===== src/rtl/gsd_pkg.sv =====
package gsd_pkg;

    typedef enum logic [1:0] {
        ST_IDLE       = 2'd0,
        ST_FILL_DONE  = 2'd1,
        ST_PROBE_DONE = 2'd2
    } res_state_e;

    typedef enum logic {
        KIND_FILL  = 1'b0,
        KIND_PROBE = 1'b1
    } res_kind_e;

endpackage


===== src/rtl/gsd_slot_decode.sv =====
// One instruction word: end-of-run marker test on three fixed bits.
module gsd_slot_decode (
    input  logic ct_hi,
    input  logic ct_lo,
    input  logic guard,
    output logic end_mark
);
    assign end_mark = ct_hi & ct_lo & guard;
endmodule


===== src/rtl/gsd_line_scan.sv =====
// Whole-line scan: every word decoded in parallel, results ORed.
module gsd_line_scan #(
    parameter int SLOTS     = 8,
    parameter int SLOT_W    = 32,
    parameter int CT_BIT_HI = 31,
    parameter int CT_BIT_LO = 30,
    parameter int GUARD_BIT = 29,
    localparam int LINE_W   = SLOTS * SLOT_W
) (
    input  logic [LINE_W-1:0] line,
    output logic              found
);
    logic [SLOTS-1:0] slot_hit;
    logic             unused_line_bits;

    for (genvar s = 0; s < SLOTS; s++) begin : g_slot
        gsd_slot_decode u_dec (
            .ct_hi    (line[s*SLOT_W + CT_BIT_HI]),
            .ct_lo    (line[s*SLOT_W + CT_BIT_LO]),
            .guard    (line[s*SLOT_W + GUARD_BIT]),
            .end_mark (slot_hit[s])
        );
    end

    assign found            = |slot_hit;
    assign unused_line_bits = ^line;
endmodule


===== src/rtl/gsd_tag_store.sv =====
// One tag bit per direct-mapped set, written with the fill.
module gsd_tag_store #(
    parameter int SETS    = 64,
    localparam int IDX_W  = $clog2(SETS)
) (
    input  logic             clk,
    input  logic             rst_n,
    input  logic             wr_en,
    input  logic [IDX_W-1:0] wr_idx,
    input  logic             wr_bit,
    input  logic [IDX_W-1:0] rd_idx,
    output logic             rd_bit
);
    logic [SETS-1:0] tag_q;

    always_ff @(posedge clk) begin
        if (!rst_n) begin
            tag_q <= '0;
        end else if (wr_en) begin
            tag_q[wr_idx] <= wr_bit;
        end
    end

    assign rd_bit = tag_q[rd_idx];
endmodule


===== src/rtl/gsd_result_fsm.sv =====
// Result sequencer: fill beats probe; one registered result per request.
module gsd_result_fsm
    import gsd_pkg::*;
#(
    parameter int IDX_W = 6
) (
    input  logic             clk,
    input  logic             rst_n,
    input  logic             fill_req,
    input  logic [IDX_W-1:0] fill_index,
    input  logic             fill_guard_page,
    input  logic             fill_tag_bit,
    input  logic             probe_req,
    input  logic [IDX_W-1:0] probe_index,
    input  logic             probe_guard_page,
    input  logic             probe_tag_bit,
    output logic             res_valid,
    output logic             res_kind,
    output logic             res_guard,
    output logic             res_pf_tag,
    output logic [IDX_W-1:0] res_index
);
    res_state_e       state_q, state_d;
    logic [IDX_W-1:0] idx_q;
    logic             bit_q;
    logic             page_q;

    // next state: T_FILL, T_PROBE, T_REST
    always_comb begin
        if (fill_req) begin
            state_d = ST_FILL_DONE;
        end else if (probe_req) begin
            state_d = ST_PROBE_DONE;
        end else begin
            state_d = ST_IDLE;
        end
    end

    always_ff @(posedge clk) begin
        if (!rst_n) begin
            state_q <= ST_IDLE;
        end else begin
            state_q <= state_d;
        end
    end

    always_ff @(posedge clk) begin
        if (!rst_n) begin
            idx_q  <= '0;
            bit_q  <= 1'b0;
            page_q <= 1'b0;
        end else if (fill_req) begin
            idx_q  <= fill_index;
            bit_q  <= fill_tag_bit;
            page_q <= fill_guard_page;
        end else if (probe_req) begin
            idx_q  <= probe_index;
            bit_q  <= probe_tag_bit;
            page_q <= probe_guard_page;
        end
    end

    always_comb begin
        res_valid  = 1'b0;
        res_kind   = KIND_FILL;
        res_guard  = 1'b0;
        res_pf_tag = 1'b0;
        res_index  = '0;
        unique case (state_q)
            ST_IDLE: begin
                res_valid = 1'b0;
            end
            ST_FILL_DONE: begin
                res_valid  = 1'b1;
                res_kind   = KIND_FILL;
                res_guard  = page_q & bit_q;
                res_pf_tag = ~page_q & bit_q;
                res_index  = idx_q;
            end
            ST_PROBE_DONE: begin
                res_valid  = 1'b1;
                res_kind   = KIND_PROBE;
                res_guard  = page_q & bit_q;
                res_pf_tag = ~page_q & bit_q;
                res_index  = idx_q;
            end
            default: begin
                res_valid = 1'b0;
            end
        endcase
    end
endmodule


===== src/rtl/guard_line_detector.sv =====
module guard_line_detector #(
    parameter int SLOTS     = 8,
    parameter int SLOT_W    = 32,
    parameter int SETS      = 64,
    parameter int CT_BIT_HI = 31,
    parameter int CT_BIT_LO = 30,
    parameter int GUARD_BIT = 29,
    localparam int LINE_W   = SLOTS * SLOT_W,
    localparam int IDX_W    = $clog2(SETS)
) (
    input  logic              clk,
    input  logic              rst_n,
    input  logic              fill_req,
    input  logic [IDX_W-1:0]  fill_index,
    input  logic [LINE_W-1:0] fill_line,
    input  logic              fill_guard_page,
    input  logic              fill_prefetched,
    input  logic              probe_req,
    input  logic [IDX_W-1:0]  probe_index,
    input  logic              probe_guard_page,
    output logic              res_valid,
    output logic              res_kind,
    output logic              res_guard,
    output logic              res_pf_tag,
    output logic [IDX_W-1:0]  res_index
);
    logic line_found;
    logic fill_tag_bit;
    logic probe_tag_bit;

    gsd_line_scan #(
        .SLOTS     (SLOTS),
        .SLOT_W    (SLOT_W),
        .CT_BIT_HI (CT_BIT_HI),
        .CT_BIT_LO (CT_BIT_LO),
        .GUARD_BIT (GUARD_BIT)
    ) u_scan (
        .line  (fill_line),
        .found (line_found)
    );

    // tag meaning follows the page-mode bit
    assign fill_tag_bit = fill_guard_page ? line_found : fill_prefetched;

    gsd_tag_store #(
        .SETS (SETS)
    ) u_tags (
        .clk    (clk),
        .rst_n  (rst_n),
        .wr_en  (fill_req),
        .wr_idx (fill_index),
        .wr_bit (fill_tag_bit),
        .rd_idx (probe_index),
        .rd_bit (probe_tag_bit)
    );

    gsd_result_fsm #(
        .IDX_W (IDX_W)
    ) u_fsm (
        .clk              (clk),
        .rst_n            (rst_n),
        .fill_req         (fill_req),
        .fill_index       (fill_index),
        .fill_guard_page  (fill_guard_page),
        .fill_tag_bit     (fill_tag_bit),
        .probe_req        (probe_req),
        .probe_index      (probe_index),
        .probe_guard_page (probe_guard_page),
        .probe_tag_bit    (probe_tag_bit),
        .res_valid        (res_valid),
        .res_kind         (res_kind),
        .res_guard        (res_guard),
        .res_pf_tag       (res_pf_tag),
        .res_index        (res_index)
    );
endmodule


===== config.mk =====
export PLATFORM = sky130hd
export DESIGN_NAME = guard_line_detector
export DESIGN_NICKNAME = d
export VERILOG_FILES = /design/src/rtl/gsd_pkg.sv /design/src/rtl/gsd_slot_decode.sv /design/src/rtl/gsd_line_scan.sv /design/src/rtl/gsd_tag_store.sv /design/src/rtl/gsd_result_fsm.sv /design/src/rtl/guard_line_detector.sv
export SDC_FILE = /design/constraint.sdc
export NUM_CORES = 1
export LEC_CHECK = 0
export ABC_AREA = 1
export CORE_ASPECT_RATIO = 1.5
export CORE_MARGIN = 2
export CORE_UTILIZATION = 30
export CTS_BUF_LIST = sky130_fd_sc_hd__clkbuf_4 sky130_fd_sc_hd__clkbuf_8
export CTS_CLUSTER_DIAMETER = 60
export DETAILED_ROUTE_END_ITERATION = 10
export GPL_ROUTABILITY_DRIVEN = 1
export GPL_TIMING_DRIVEN = 0
export PLACE_DENSITY = 0.72
export SLEW_MARGIN = 25
export SYNTH_ARGS = -nofsm -noshare
export SYNTH_HDL_FRONTEND = slang
export SYNTH_HIERARCHICAL = 1
export SYNTH_SLANG_ARGS = --single-unit

===== constraint.sdc =====
create_clock -name clk -period 2.1 [get_ports clk]
set_input_delay 0.63 -clock clk [delete_from_list [all_inputs] [get_ports clk]]
set_output_delay 0.63 -clock clk [all_outputs]
set_load 0.01 [all_outputs]

Yosys cells after proc, flatten, opt, wreduce, memory -nomap -nowiden
Cells that the tools add are included.
{ "totals": {"ff_bits": 74, "in_bits": 275, "output_inout_bits": 10, "word_cells": 55} }
{ "op_classes": {"magnitude_cmp": 3, "eq_ne": 2, "muxes": 19, "bitwise": 20, "reduce_logical": 5} }
{ "ops": {"columns": ["operator", "n"], "rows": [
  ["64-bit bitwise mux", 1],
  ["1-bit bitwise AND", 18],
  ["6-bit two-way mux", 3],
  ["6-bit by 7-bit less-than comparator with 1-bit output (second input constant)", 2],
  ["1-bit two-way mux", 12],
  ["8-bit OR reduction", 1],
  ["1-bit binary-select mux with 6-bit select", 1],
  ["1-bit demux with 6-bit select", 1],
  ["6-bit by 1-bit greater-or-equal comparator with 1-bit output (second input constant)", 1],
  ["2-bit OR reduction", 2],
  ["2-bit by 1-bit == test with 1-bit output (second input constant)", 1],
  ["2-bit == test (second input constant)", 1],
  ["2-bit two-way mux", 1],
  ["1-bit NOT", 2],
  ["2-bit nonzero test", 1],
  ["1-bit logical AND", 1]
]} }

Longest topological paths before layout
Gate-level depths: netlist (run 1).
{ "logic_depth": {"depth_word": 5, "mapped_depth": 15, "mapped_depth_nobuf": 13} }

Modules after synthesis
The synthesis (run 1) kept the hierarchy.
{ "by_module_without_submodules": {"columns": ["module", "instances", "cells_each", "area_each_um2", "seq_area_each_um2"], "rows": [
  ["gsd_tag_store", 1, 475, 3171.8, 1281.2],
  ["gsd_result_fsm", 1, 86, 563.0, 200.2],
  ["gsd_slot_decode", 8, 3, 13.8, 0.0],
  ["gsd_line_scan", 1, 15, 56.3, 0.0],
  ["guard_line_detector", 1, 4, 15.0, 0.0]
]} }

Worst setup path before layout (run 1)
OpenSTA, ideal clock, no wires.
{ "synth_path": {"path_kind": "input port to flip-flop", "startpoint": "input port probe_index[1]", "endpoint": "register u_fsm.bit_q", "setup_ns": 0.109, "arrival_ns": 1.723, "required_time_ns": 1.991, "setup_slack_ns": 0.269, "path_stages": 14, "n_path_buf": 2, "cell_sequence": "buf_2 -> inv_1 -> buf_2 -> nand3_1 -> nand3_1 -> nand2_1 -> nand2_1 -> nand3_1 -> nand3_1 -> nand2_1 -> nand3_1 -> nand3_1 -> nand2_1 -> inv_1"} }
{ "synth_via": {"elab_chain_len": 4} }
{ "synth_rtl": {"columns": ["element", "line", "text"], "rows": [
  ["start, declared", "guard_line_detector.sv:19", "input logic [IDX_W-1:0] probe_index,"],
  ["1-bit binary-select mux with 6-bit select", "gsd_tag_store.sv:24", "assign rd_bit = tag_q[rd_idx];"],
  ["1-bit two-way mux (not written as such)", "gsd_tag_store.sv:24", null],
  ["net probe_tag_bit", "guard_line_detector.sv:29", "logic probe_tag_bit;"],
  ["1-bit two-way mux", "gsd_result_fsm.sv:56", "end else if (probe_req) begin"],
  ["1-bit two-way mux", "gsd_result_fsm.sv:52", "end else if (fill_req) begin"],
  ["end signal, assigned", "gsd_result_fsm.sv:54", "bit_q <= fill_tag_bit;"],
  ["end signal, assigned", "gsd_result_fsm.sv:58", "bit_q <= probe_tag_bit;"],
  ["end, declared", "gsd_result_fsm.sv:25", "logic bit_q;"]
]} }
The timed path passes the listed nets, and every way through them passes these cells. The select of a mux whose other input is x is not followed.
A chain may end at the register's enable or synchronous reset.

Final worst setup path (run 1)
{ "layout_path": {"startpoint": "register u_fsm.state_q[0]", "endpoint": "output port res_pf_tag"} }
{ "layout_via": {"elab_chain_len": 3, "word_cells_on_any_way": 4, "classes_between": "2 x eq/ne; 1 x mux; 1 x reduce/logical"} }
{ "layout_rtl": {"columns": ["element", "line", "text"], "rows": [
  ["start, declared", "gsd_result_fsm.sv:23", "res_state_e state_q, state_d;"],
  ["start signal, assigned", "gsd_result_fsm.sv:43", "state_q <= state_d;"],
  ["2-bit by 1-bit == test with 1-bit output or 2-bit == test (tied branches)", "gsd_result_fsm.sv:69", "unique case (state_q)"],
  ["2-bit OR reduction (no line) (*)", null, null],
  ["1-bit two-way mux (*)", null, null],
  ["end, declared", "guard_line_detector.sv:24", "output logic res_pf_tag,"]
]} }
Mark *: on every way between the ends. The rest lies on a longest branch, timed or not.

==> results of run 1 <==
[layout make-up]
type                       count  share of cell area (%)
buffer                        28                    4.54
clock buffer                  11                    2.83
clock inverter                 5                    1.51
inverter                      71                    5.44
multi-input combinational    430                    41.8
sequential                    74                    28.9
tap                          159                    3.88
timing repair buffer          62                    11.1
[synth_stat cells (3+ instances only)]
| master | n | area [sq um] |
|---|---|---|
| a21oi_1 | 64 | 320 |
| inv_1 | 68 | 255 |
| nand3_1 | 95 | 475 |
| a311oi_1 | 8 | 70.1 |
| o21ai_0 | 49 | 245 |
| nand2_1 | 138 | 518 |
| nor2_1 | 46 | 173 |
| nor3_1 | 13 | 65.1 |
| nor2_2 | 10 | 62.6 |
| buf_2 | 8 | 40.0 |
| nor3_4 | 3 | 48.8 |
| dfxtp_1 | 74 | 1480 |
| clkbuf_1 | 18 | 67.6 |
[flip-flops by register name, indices dropped and copies added, names as in the netlist]
register / cells
u_tags/tag_q: 64
u_fsm/idx_q: 6
u_fsm/state_q: 2
u_fsm/bit_q: 1
u_fsm/page_q: 1
[final timing paths]
kind / start / end / cells after the start / slack [ps]
worst max-delay path: u_fsm/state_q[0]$_SDFF_PN0_ / res_pf_tag / 7 / 10
worst min-delay path: u_tags/tag_q[25]$_SDFFE_PN0P_ / u_tags/tag_q[25]$_SDFFE_PN0P_ / 2 / 470
worst max register to register: u_tags/tag_q[41]$_SDFFE_PN0P_ / u_fsm/bit_q$_SDFFE_PN0P_ / 12 / 800
worst min register to register: u_tags/tag_q[25]$_SDFFE_PN0P_ / u_tags/tag_q[25]$_SDFFE_PN0P_ / 2 / 470
[tightest hold or removal path, cell delays in order, from the launching register on]
cell	delay [ps]
dfxtp_1	320
nand2_1	60
a21oi_1	50
[what timing repair did]
item / in CTS / in global routing
hold buffers: 0 / 0
gates resized for setup: 82 / 46
setup buffers: 2 / 9
pin swaps: 2 / 8
setup endpoints to repair: 74 / 66
[kinds of logic (layout without fill, tap and decap cells)]
| group | count (synthesis) | in the layout | share of synthesized area, % |
|---|---|---|---|
| AOI/OAI and AO/OA | 121 | 121 | 16.2 |
| adders and majority gates | 1 | 1 | 0.319 |
| buffers and inverters | 100 | 177 | 10.4 |
| DFF | 74 | 74 | 37.8 |
| and+or+nand+nor | 308 | 308 | 35.2 |
[power by group through the flow]
stage	Clock [uW]	Sequential (uW)	Combinational (uW)
global placement	0	1470	465
finish	1260	1430	532
floorplan	0	1460	251
CTS	1280	1430	493
detailed placement	0	1470	466
global route	1340	1440	573
[metal layers]
metal / global-route usage [%] / vias to the layer above / wire (um)
met4: 12.9 / 0 / 821
met1: 22.2 / 1967 / 5150
met2: 31.2 / 233 / 6050
li1: - / 2126 / -
met5: 0 / - / 0
met3: 4.52 / 55 / 1060
[stage by stage]
stage	setup slack, ps	hold slack, ps	cells	util, %
global placement	-824	453	814	35.9
floorplan	269	439	604	-
CTS	1.78	470	831	38.3
global route	-78.3	487	840	39.8
finish	14.3	468	840	39.8
detailed placement	-808	457	814	35.9
==> metrics, run 1 <==
Worst Setup Start Kind flop; P_leak 0.00216 uW; Data arrival, critical path 1460 ps; DR DRC count 0; fin area 5130 sq um; EDFF count, synth 0; width of the die 97.3 um; Setup TNS Final 0 ps; status complete, no violations; most common cell after layout, fill and taps aside nand2_1; Post-Syn Area per Cell 6.48 sq um; Routed Antenna Nets 0; post-synthesis register bit count 74; unrepaired setup endpoints after global routing yes; PwrDens 628 nW/um^2; clock root buffer clkbuf_8; synth warn 6; diodes inserted 0; share of layout cells above drive strength 1 15.6%; maxcap violations 0; Port Buffers 51; area of the multi-input gates 2140 sq um; Placer Congestion 0.943; Core Rows 51; slowest stage delay, CP 310 ps; Worst path slowest cell dfxtp_1; VDD IR max 0.000315 V; Worst-path clk slew 70 ps; class of the worst hold path reg -> reg; share of total power in sequential cells 44.5%; sw frac 27.5%; Power, Total 3220 uW; worst slew pin tran 552 ps; final wirelength 13.1 mm; die area 14000 sq um; Crit. End Element primary output; count of cell types in the netlist 21; Via Count 4381; Primary FF master, synth dfxtp_1; asr flop ratio synth 0%; worst skew pair latency 360 ps; TritonCTS clock tree built; synthesized cell area 3920 sq um; Final Net Count 952; CP max FO 8; Pins Over Slew Limit 0; CTS Buf Count 9; syn nets 880; drt wl/cell 15.6 um; clock network power share 39.0%; cell internal pwr 2340 uW; FF+latch area 1480 sq um; grt ovf 0; Max-slew headroom 63.2%; critical path type reg -> out; core outline area 12900 sq um; pin count of the biggest net entering global routing 13; DR pass1 iterations 5; CP Buf/Inv Count 4; final hold violations 0; Max clock buf depth 2; commonest cells after routing, fill and taps aside 133 x nand2_1, 88 x nand3_1, 74 x dfxtp_1; Cell Chain, Critical Path inv_1 > ha_1 > buf_6 > inv_4 > nand2_2 > nor2_2 > buf_2; I/O pin count 285; Crit path required time 1470 ps; sequential area share after synthesis 37.8%; Tcrit/Tclk final 99.3%; area added between synthesis and finish 30.9%; fill count 1353; vias in the first global route 4089; Worst Skew 9.41 ps; clock sinks 74; final-report setup violation count 0; P_sw 886 uW; initial core utilization 30.4%; Post-Place Cell Area 4630 sq um; Gate Count Post-Synth 604; initial antenna violation count 0; delay-heaviest family, CP buffers and inverters; DP HPWL 9.53 mm; htree depth 3; Die Span Y 144 um; DRT iter0 DRCs 463; Total GRT Usage 19.1%; Logic pwr share 16.5%; DR vias/cell 5.22; Fmax 479 MHz; minimum clock period 2090 ps; first-pass GRT wire length 21.0 mm
No activity file was read; power rests on OpenSTA's default activity.
==> inputs of run 2 (changes only) <==
Settings changed: SKIP_LAST_GASP set to 1.
==> run 2 against run 1 <==
Net effect:
- the flow now finishes with violations (setup timing)
- clock skew shrank 2.1 ps
- maximum frequency shrank 2.0%
- worst setup slack lost 43 ps
- via count grew 0.62%
- critical path type unchanged
- largest cell class unchanged
- highest routed layer unchanged
==> metrics, run 2 (synthesis gave the netlist of run 1 again) <==
status finished, violations left (was complete, no violations); violated checks setup timing; initial core utilization 30.4% (unchanged); max reg flops 64 (unchanged); FF-to-FF End u_fsm/bit_q$_SDFFE_PN0P_ (unchanged); Data arrival, critical path 1500 ps (was 1460 ps); Cell Chain, Critical Path inv_1 > ha_1 > buf_6 > buf_4 > nor2_2 > buf_2 (was inv_1 > ha_1 > buf_6 > inv_4 > nand2_2 > nor2_2 > buf_2); Power, Total 3230 uW (was 3220 uW); unrepaired setup endpoints after global routing yes (unchanged); most common cell after layout, fill and taps aside nand2_1 (unchanged); first-pass GRT wire length 21.0 mm (unchanged); final-report setup violation count 3 (was 0); vias in the first global route 4089 (unchanged); DRT iter0 DRCs 502 (was 463); Post-Place Cell Area 4630 sq um (unchanged); Pins Over Slew Limit 0 (unchanged); Top Metal Used met4 (unchanged); Max clock buf depth 2 (unchanged); width of the die 97.3 um (unchanged); CP max FO 7 (was 8); initial antenna violation count 0 (unchanged); critical path type reg -> out (unchanged); Final Net Count 954 (was 952); slowest stage delay, CP 310 ps (about the same); Core Rows 51 (unchanged); Setup WS pre-CTS -808 ps (unchanged); share of layout cells above drive strength 1 16.3% (was 15.6%); Met3 Routed Length 1.08 mm (was 1.06 mm); P_leak 0.00217 uW (was 0.00216 uW); I/O pin count 285 (unchanged); minimum clock period 2130 ps (was 2090 ps); clock root buffer clkbuf_8 (unchanged); DR vias/cell 5.24 (was 5.22); drt wl/cell 15.6 um (about the same); R2R depth 12 (unchanged); R2R setup slack 790 ps (was 800 ps); setup ws final -28.9 ps (was 14.3 ps); diodes inserted 0 (unchanged); Routed Antenna Nets 0 (unchanged); area added between synthesis and finish 31.4% (was 30.9%); Port Buffers 51 (unchanged); Met2 Wirelength 6.13 mm (was 6.05 mm); Max-slew headroom 63.9% (was 63.2%); worst skew pair latency 370 ps (was 360 ps); Worst Setup Start Kind flop (unchanged); htree depth 3 (unchanged); pin count of the biggest net entering global routing 13 (unchanged); Worst path slowest cell dfxtp_1 (unchanged); VDD IR max 0.000318 V (was 0.000315 V); Via Count 4408 (was 4381); Critical R2R Launch u_tags/tag_q[15]$_SDFFE_PN0P_ (was u_tags/tag_q[41]$_SDFFE_PN0P_); fill count 1354 (was 1353); DR pass1 iterations 5 (unchanged); Hold EP u_tags/tag_q[25]$_SDFFE_PN0P_ (unchanged); FF+latch area 1480 sq um (unchanged); Tcrit/Tclk final 101% (was 99.3%); maxcap violations 0 (unchanged); Fmax 470 MHz (was 479 MHz); DR DRC count 0 (unchanged); Crit path required time 1470 ps (about the same); final hold violations 0 (unchanged); core outline area 12900 sq um (unchanged); TritonCTS clock tree built (unchanged); fin area 5150 sq um (was 5130 sq um); register with the most flip-flops u_tags/tag_q (unchanged); PwrDens 627 nW/um^2 (was 628 nW/um^2); Placer Congestion 0.943 (unchanged); Worst Skew 7.28 ps (was 9.41 ps); worst slew pin tran 541 ps (was 552 ps); grt ovf 0 (unchanged); final wirelength 13.2 mm (was 13.1 mm); class of the worst hold path reg -> reg (unchanged); biggest regs u_tags/tag_q: 64 flops, u_fsm/idx_q: 6 flops, u_fsm/state_q: 2 flops (unchanged); Hold Crit Start u_tags/tag_q[25]$_SDFFE_PN0P_ (unchanged); Total GRT Usage 19.1% (unchanged); worst hold path depth 2 (unchanged); commonest cells after routing, fill and taps aside 133 x nand2_1, 88 x nand3_1, 74 x dfxtp_1 (unchanged); Crit. End Element primary output (unchanged); die area 14000 sq um (unchanged); clock sinks 74 (unchanged); Worst-path clk slew 70 ps (about the same); area of the multi-input gates 2150 sq um (was 2140 sq um); M1 WL 5.20 mm (was 5.15 mm); CTS Buf Count 9 (unchanged); DP HPWL 9.53 mm (unchanged); Die Span Y 144 um (unchanged)
run 2: cell types whose count changed in the layout (fill, tap and decap cells not counted):
| cell | previous run | this run |
|---|---|---|
| nor2_1 | 42 | 39 |
| buf_4 | 14 | 16 |
| nor2_2 | 10 | 13 |
| buf_2 | 10 | 11 |
| clkbuf_4 | 8 | 7 |
run 2: metal layers:
layer / vias to the layer above / GRT usage, %
li1: 2136 / -
met1: 2005 / 22.2
met2: 216 / 31.2
met3: 51 / 4.52
met4: 0 / 12.9
met5: - / 0
run 2: worst max-delay path by stage:
stage | from | end | slack, ps | cells past startpoint
2_1_floorplan | probe_index[1] | u_fsm/bit_q$_SDFFE_PN0P_ | 270 | 14
3_3_place_gp | probe_index[1] | u_fsm/bit_q$_SDFFE_PN0P_ | -820 | 14
4_1_cts | u_fsm/state_q[0]$_SDFF_PN0_ | res_pf_tag | -130 | 7
5_1_grt | u_fsm/state_q[0]$_SDFF_PN0_ | res_index[1] | -110 | 6
3_5_place_dp | probe_index[1] | u_fsm/bit_q$_SDFFE_PN0P_ | -810 | 14
6_report | u_fsm/state_q[0]$_SDFF_PN0_ | res_index[1] | -30 | 6
run 2: critical path: cells and delay by family (launching register included):
| family | cells | cell delay, ps |
|---|---|---|
| fa+ha+maj | 1 | 270 |
| buf+inv | 4 | 460 |
| flops | 1 | 310 |
| simple gates | 1 | 90 |
run 2: area by class of cell:
class	count	share of cell area [%]
multi-input combinational	430	41.8
sequential	74	28.8
timing repair buffer	64	11.4
inverter	71	5.42
buffer	28	4.47
tap	159	3.86
clock buffer	11	2.82
clock inverter	5	1.51
run 2: metrics by stage:
step                TNS, ps  util (%)  hold WS [ps]  instances
global placement     -41170      35.9           453        814
global route           -312      39.9           487        842
finish                -49.1      39.9           468        842
CTS                    -129      38.4           470        831
floorplan                 0         -           439        604
detailed placement   -41590      35.9           457        814
run 2: power by group:
group	switching, uW	internal [uW]
Combinational	335	206
Sequential	10.9	1420
Clock	541	711
Total	886	2340
run 2: what timing repair did:
item                       CTS  global route
pin swaps                    1             8
hold buffers                 0             0
setup buffers                2            11
setup endpoints to repair   74            68
resized for setup           80            50
==> inputs of run 3 (changes only) <==
Settings changed: CAP_MARGIN set to 20.
==> results of run 3 <==
Same layout as run 2: the final DEF is identical, and so are final timing and power.
